### src/rtl/irq_alloc_pkg.sv
package irq_alloc_pkg;
  localparam int NUM_EXT  = 3;
  localparam int NUM_PER  = 5;
  localparam int NUM_SRC  = NUM_EXT + NUM_PER;
  localparam int NUM_LVL  = 3;
  localparam int SEL_W    = 4;
  localparam int LVL_W    = $clog2(NUM_LVL);
  localparam int DATA_W   = 16;
  localparam int ADDR_W   = 2;
  localparam int BANK_W   = 4;
  localparam int PEND_LSB = BANK_W;
  localparam int CLR_BIT  = DATA_W - 1;

  typedef enum logic [ADDR_W-1:0] {
    ADDR_CTRL  = 2'd0,
    ADDR_ALLOC = 2'd1,
    ADDR_STAT  = 2'd2,
    ADDR_NONE  = 2'd3
  } reg_addr_e;
endpackage

### src/rtl/irq_edge_det.sv
module irq_edge_det #(
  parameter int N = 3
) (
  input  logic         clk_i,
  input  logic         rst_ni,
  input  logic [N-1:0] sig_i,
  input  logic [N-1:0] rise_i,
  output logic [N-1:0] evt_o
);
  logic [N-1:0] prev_q;

  always_ff @(posedge clk_i or negedge rst_ni) begin
    if (!rst_ni) prev_q <= '0;
    else         prev_q <= sig_i;
  end

  for (genvar i = 0; i < N; i++) begin : g_pin
    assign evt_o[i] = rise_i[i] ? (sig_i[i] & ~prev_q[i]) : (~sig_i[i] & prev_q[i]);
  end
endmodule

### src/rtl/irq_pend_bank.sv
module irq_pend_bank #(
  parameter int N = 8
) (
  input  logic         clk_i,
  input  logic         rst_ni,
  input  logic [N-1:0] set_i,
  input  logic [N-1:0] clr_i,
  output logic [N-1:0] pend_o
);
  logic [N-1:0] pend_q;

  // set has priority so an event coinciding with a clear is kept
  always_ff @(posedge clk_i or negedge rst_ni) begin
    if (!rst_ni) pend_q <= '0;
    else         pend_q <= (pend_q & ~clr_i) | set_i;
  end

  assign pend_o = pend_q;
endmodule

### src/rtl/irq_prio_sel.sv
module irq_prio_sel #(
  parameter int NUM_SRC = 8,
  parameter int NUM_LVL = 3,
  parameter int SEL_W   = 4,
  localparam int SRC_W  = $clog2(NUM_SRC),
  localparam int LVL_W  = $clog2(NUM_LVL)
) (
  input  logic [NUM_SRC-1:0]       pend_i,
  input  logic [NUM_LVL*SEL_W-1:0] alloc_i,
  input  logic                     en_i,
  output logic [NUM_LVL-1:0]       req_o,
  output logic                     valid_o,
  output logic [LVL_W-1:0]         level_o
);
  for (genvar l = 0; l < NUM_LVL; l++) begin : g_lvl
    logic [SEL_W-1:0] sel;
    logic             hit;
    assign sel      = alloc_i[l*SEL_W +: SEL_W];
    assign hit      = (int'(sel) < NUM_SRC) && pend_i[sel[SRC_W-1:0]];
    assign req_o[l] = en_i && hit;
  end

  always_comb begin
    level_o = '0;
    for (int l = NUM_LVL - 1; l >= 0; l--) begin
      if (req_o[l]) level_o = LVL_W'(l);
    end
  end

  assign valid_o = |req_o;
endmodule

### src/rtl/irq_alloc.sv
module irq_alloc
  import irq_alloc_pkg::*;
(
  input  logic               clk_i,
  input  logic               rst_ni,
  input  logic [NUM_EXT-1:0] ext_irq_i,
  input  logic [NUM_PER-1:0] periph_evt_i,
  input  logic               reg_we_i,
  input  logic [ADDR_W-1:0]  reg_addr_i,
  input  logic [DATA_W-1:0]  reg_wdata_i,
  output logic [DATA_W-1:0]  reg_rdata_o,
  output logic [NUM_LVL-1:0] irq_req_o,
  output logic               irq_valid_o,
  output logic [LVL_W-1:0]   irq_level_o
);
  localparam int ALLOC_W = NUM_LVL * SEL_W;

  logic                en_q;
  logic [NUM_EXT-1:0]  pol_q;
  logic [ALLOC_W-1:0]  alloc_q;
  logic [BANK_W-1:0]   bank_q;
  logic [NUM_EXT-1:0]  ext_evt;
  logic [NUM_SRC-1:0]  set_vec, clr_vec, pend;
  logic                wr_ctrl, wr_alloc, wr_stat, clr_op;
  logic                unused_wdata;

  assign wr_ctrl  = reg_we_i && (reg_addr_i == ADDR_CTRL);
  assign wr_alloc = reg_we_i && (reg_addr_i == ADDR_ALLOC);
  assign wr_stat  = reg_we_i && (reg_addr_i == ADDR_STAT);
  assign clr_op   = wr_stat && reg_wdata_i[CLR_BIT];
  assign unused_wdata = ^reg_wdata_i[CLR_BIT-1:PEND_LSB+NUM_SRC];

  always_ff @(posedge clk_i or negedge rst_ni) begin
    if (!rst_ni) begin
      en_q    <= 1'b0;
      pol_q   <= '0;
      alloc_q <= '1;
      bank_q  <= '0;
    end else begin
      if (wr_ctrl) begin
        en_q  <= reg_wdata_i[0];
        pol_q <= reg_wdata_i[NUM_EXT:1];
      end
      if (wr_alloc) alloc_q <= reg_wdata_i[ALLOC_W-1:0];
      if (wr_stat && !reg_wdata_i[CLR_BIT]) bank_q <= reg_wdata_i[BANK_W-1:0];
    end
  end

  irq_edge_det #(.N(NUM_EXT)) u_edge (
    .clk_i  (clk_i),
    .rst_ni (rst_ni),
    .sig_i  (ext_irq_i),
    .rise_i (pol_q),
    .evt_o  (ext_evt)
  );

  assign set_vec = {ext_evt, periph_evt_i};
  assign clr_vec = clr_op ? reg_wdata_i[PEND_LSB +: NUM_SRC] : '0;

  irq_pend_bank #(.N(NUM_SRC)) u_pend (
    .clk_i  (clk_i),
    .rst_ni (rst_ni),
    .set_i  (set_vec),
    .clr_i  (clr_vec),
    .pend_o (pend)
  );

  irq_prio_sel #(.NUM_SRC(NUM_SRC), .NUM_LVL(NUM_LVL), .SEL_W(SEL_W)) u_prio (
    .pend_i  (pend),
    .alloc_i (alloc_q),
    .en_i    (en_q),
    .req_o   (irq_req_o),
    .valid_o (irq_valid_o),
    .level_o (irq_level_o)
  );

  always_comb begin
    reg_rdata_o = '0;
    unique case (reg_addr_i)
      ADDR_CTRL:  reg_rdata_o[NUM_EXT:0] = {pol_q, en_q};
      ADDR_ALLOC: reg_rdata_o[ALLOC_W-1:0] = alloc_q;
      ADDR_STAT:  reg_rdata_o[PEND_LSB+NUM_SRC-1:0] = {pend, bank_q};
      default:    reg_rdata_o = '0;
    endcase
  end
endmodule

### config.mk
export PLATFORM = sky130hd
export DESIGN_NAME = irq_alloc
export DESIGN_NICKNAME = d
export VERILOG_FILES = /design/src/rtl/irq_alloc_pkg.sv /design/src/rtl/irq_edge_det.sv /design/src/rtl/irq_pend_bank.sv /design/src/rtl/irq_prio_sel.sv /design/src/rtl/irq_alloc.sv
export SDC_FILE = /design/constraint.sdc
export NUM_CORES = 1
export LEC_CHECK = 0
export ABC_AREA = 1
export BUFFER_PORTS_ARGS = -buffer_cell sky130_fd_sc_hd__buf_2
export CAP_MARGIN = 25
export CORE_MARGIN = 8
export CORE_UTILIZATION = 30
export CTS_BUF_LIST = sky130_fd_sc_hd__clkbuf_2 sky130_fd_sc_hd__clkbuf_4 sky130_fd_sc_hd__clkbuf_8
export DETAILED_ROUTE_END_ITERATION = 10
export PLACE_DENSITY_LB_ADDON = 0.05
export SLEW_MARGIN = 10
export SYNTH_ARGS = -nofsm -noshare
export SYNTH_HDL_FRONTEND = slang
export SYNTH_SLANG_ARGS = --single-unit
export TNS_END_PERCENT = 5
### constraint.sdc
create_clock -name clk_i -period 1.8 [get_ports clk_i]
set_input_delay 0.36 -clock clk_i [delete_from_list [all_inputs] [get_ports clk_i]]
set_output_delay 0.36 -clock clk_i [all_outputs]
set_load 0.01 [all_outputs]
==> flow_metrics.tcl <==
set metrics [dict create \
    setup_tns_ps -403 \
    outcome "finished with violations" \
    clock_skew_ps 0.926 \
    r2r_cells 3 \
    synth_cells 255 \
    antenna_found_initial 0 \
    insertion_delay_ps 280 \
    pin_count 51 \
    fin_area_um2 2270 \
    syn_to_final_growth_pct 26.4 \
    wirelength_um 5010 \
    violations "negative setup slack" \
    required_ps 1440 \
    placed_area_um2 2120 \
    startpoint "alloc_q[4]$_DFFE_PN1P_" \
    wire_per_inst_um 13.1 \
    grt_pass1_wl_um 8140 \
    sw_frac_of_total 0.327 \
    finalSetupViolCount 6 \
    rsz0062_at_grt "yes" \
    routabilityCongestion 0.771 \
    r2r-end "alloc_q[0]$_DFFE_PN1P_" \
    first_iter_violations 59 \
    ir_worst_vdd_uv 387 \
    clock_power_share 0.291 \
    seq_power_share 0.455 \
    yosysUniqueCellTypes 19 \
    yosys_warnings 0 \
    clock_path_buffers 2 \
    power_frac_comb 0.254 \
    final.min_clock_period_ps 1910 \
    cts.sinks 31 \
    grt_usage 0.120 \
    hpwlAfterDp_um 3750 \
    place_ws_ps 121 \
    powerDensity_nw_per_um2 891 \
    postCtsHoldBufs 0 \
    cts_inserted_buffers 5 \
    fmax_ghz 0.523 \
    finalHoldViolCount 0 \
    worstPathArrival_ps 1550 \
    clock-root-buffer "clkbuf_8" \
    core-area_um2 5850 \
    critical_path_class "reg2out" \
    hold_ws_ps 95.2 \
    r2r-start "alloc_q[0]$_DFFE_PN1P_" \
    hold_path_class "in2async" \
    die_area_um2 8710 \
    drive_above_1_share 0.277 \
    p_switching_uw 661 \
    critPathLaunchType "flip-flop" \
    fin_cells 382 \
    rows 28 \
    die_width_um 93.3 \
    cts_tree "done" \
    vias 1680 \
    viasPerCell 4.40 \
    dp_cells 373 \
    fin_nets 339 \
    r2r_setup_slack_ps 870 \
    drc_errors 0 \
    fp.dieH_um 93.3 \
    port_buffers 43 \
    htreeDepth 2 \
    grt_start_max_net_pins 32 \
    ys_ff_latch 31 \
    drv_slew 0 \
    p_int_uw 1360 \
    crit_path_end_kind "primary output" \
    ys_seq_area_frac 0.441 \
    syn_area_um2 1790 \
    n_antenna_cell 0 \
    globalRouteOverflowTotal 0 \
    setup_ws_ps -113 \
    postRouteAntennaNets 0 \
    p_leak_uw 0.00124 \
    avgSynthCellArea_um2 7.03 \
    initial_core_util 0.306 \
    drv_cap 0 \
    clkTransAtPathRegs_ps 60 \
    period_share 1.06 \
    cp_max_fo 7 \
    dr.pass1.iters 3 \
    grt_pass1_vias 1697 \
]
[placed cells by master (no fill, tap or decap)]
| master | instances |
|---|---|
| a21oi_1 | 8 |
| buf_12 | 1 |
| buf_2 | 41 |
| buf_4 | 6 |
| buf_6 | 2 |
| clkbuf_4 | 1 |
| clkbuf_8 | 6 |
| clkinv_2 | 1 |
| conb_1 | 4 |
| dfrtp_1 | 19 |
| dfstp_2 | 12 |
| ha_1 | 4 |
| inv_1 | 36 |
| inv_2 | 3 |
| inv_4 | 1 |
| nand2_1 | 92 |
| nand2_2 | 5 |
| nand3_1 | 15 |
| nand3_2 | 3 |
| nand3_4 | 1 |
| nand3b_1 | 2 |
| nor2_1 | 9 |
| nor2_2 | 2 |
| o211ai_1 | 3 |
| o21ai_0 | 4 |
| o21ai_1 | 25 |
| o21bai_1 | 1 |
[state kept, by name (all words and copies together) (netlist names)]
register	cells
alloc_q	12
pol_q	3
en_q	1
u_pend.pend_o	8
u_edge.prev_q	3
bank_q	4
[Yosys cell counts]
cell type,number,share of area
nand2_1,97,0.20
inv_1,36,0.075
o21ai_1,25,0.070
dfrtp_1,19,0.27
nand3_1,17,0.047
dfstp_2,12,0.18
nor2_1,10,0.021
a21oi_1,8,0.022
buf_2,5,0.014
buf_4,4,0.017
ha_1,4,0.028
inv_2,4,0.0084
o21ai_0,4,0.011
o211ai_1,3,0.013
nand3_2,2,0.011
nand3b_1,2,0.0084
conb_1,1,0.0021
nor2_2,1,0.0035
o21bai_1,1,0.0042
[power by group through the flow]
stage	combinational (uW)	sequential (uW)	clock [uW]
after floorplan	333	889	0
after global placement	475	930	0
after detailed placement	481	930	0
after CTS	497	917	615
after global routing	594	934	643
final	512	919	588
[cell type report]
type	instances	area (um2)
clock buffers	7	90.1
clock inverters	1	5.00
fillers	638	3580
inverters	40	153
multi-input cells	178	841
flip-flops and latches	31	791
well taps	75	93.8
repair buffers	50	293
[cell families after synthesis]
| kind of cell | Yosys count | synth area share |
|---|---|---|
| AND/OR/NAND/NOR | 129 | 0.294 |
| adder cells (fa/ha/maj) | 4 | 0.0279 |
| AO/OA/AOI/OAI | 41 | 0.120 |
| other | 1 | 0.00209 |
| flip-flops | 31 | 0.441 |
| buffers and inverters | 49 | 0.114 |
[critical path, cell delays in order, from the launching register on]
cell and delay (ps):
dfstp_2 590, inv_2 70, nand2_1 60, nand3_1 60, nand2_1 80, nand2_2 60
nand3_4 100, nand2_2 60, nor2_2 60, buf_2 130
[how the worst max path moves through the flow]
| stage | to |
|---|---|
| 4_1_cts | irq_level_o[1] |
| 2_1_floorplan | irq_level_o[1] |
| 3_5_place_dp | reg_rdata_o[11] |
| 6_report | irq_level_o[1] |
| 3_3_place_gp | reg_rdata_o[11] |
| 5_1_grt | irq_level_o[1] |
[through the flow]
stage	util	total power (uW)
6_report	0.387	2020
5_1_grt	0.387	2170
4_1_cts	0.381	2030
3_5_place_dp	0.362	1410
3_3_place_gp	0.362	1410
2_1_floorplan	-	1220
[what timing repair did]
item | CTS | global route
endpoints found under the setup margin | 6 | 6
resized for setup | 2 | 10
gates cloned | 0 | 0
setup buffers | 1 | 0
pin swaps | 4 | 6
[metal layers]
layer | track usage | vias to the layer above | routed length (um)
met3 | 0.0345 | 6 | 317
met1 | 0.157 | 751 | 2500
li1 | - | 886 | -
met2 | 0.182 | 37 | 2110
met5 | 0 | - | 0
met4 | 0.0483 | 0 | 75
No activity file was read; power rests on OpenSTA's default activity.
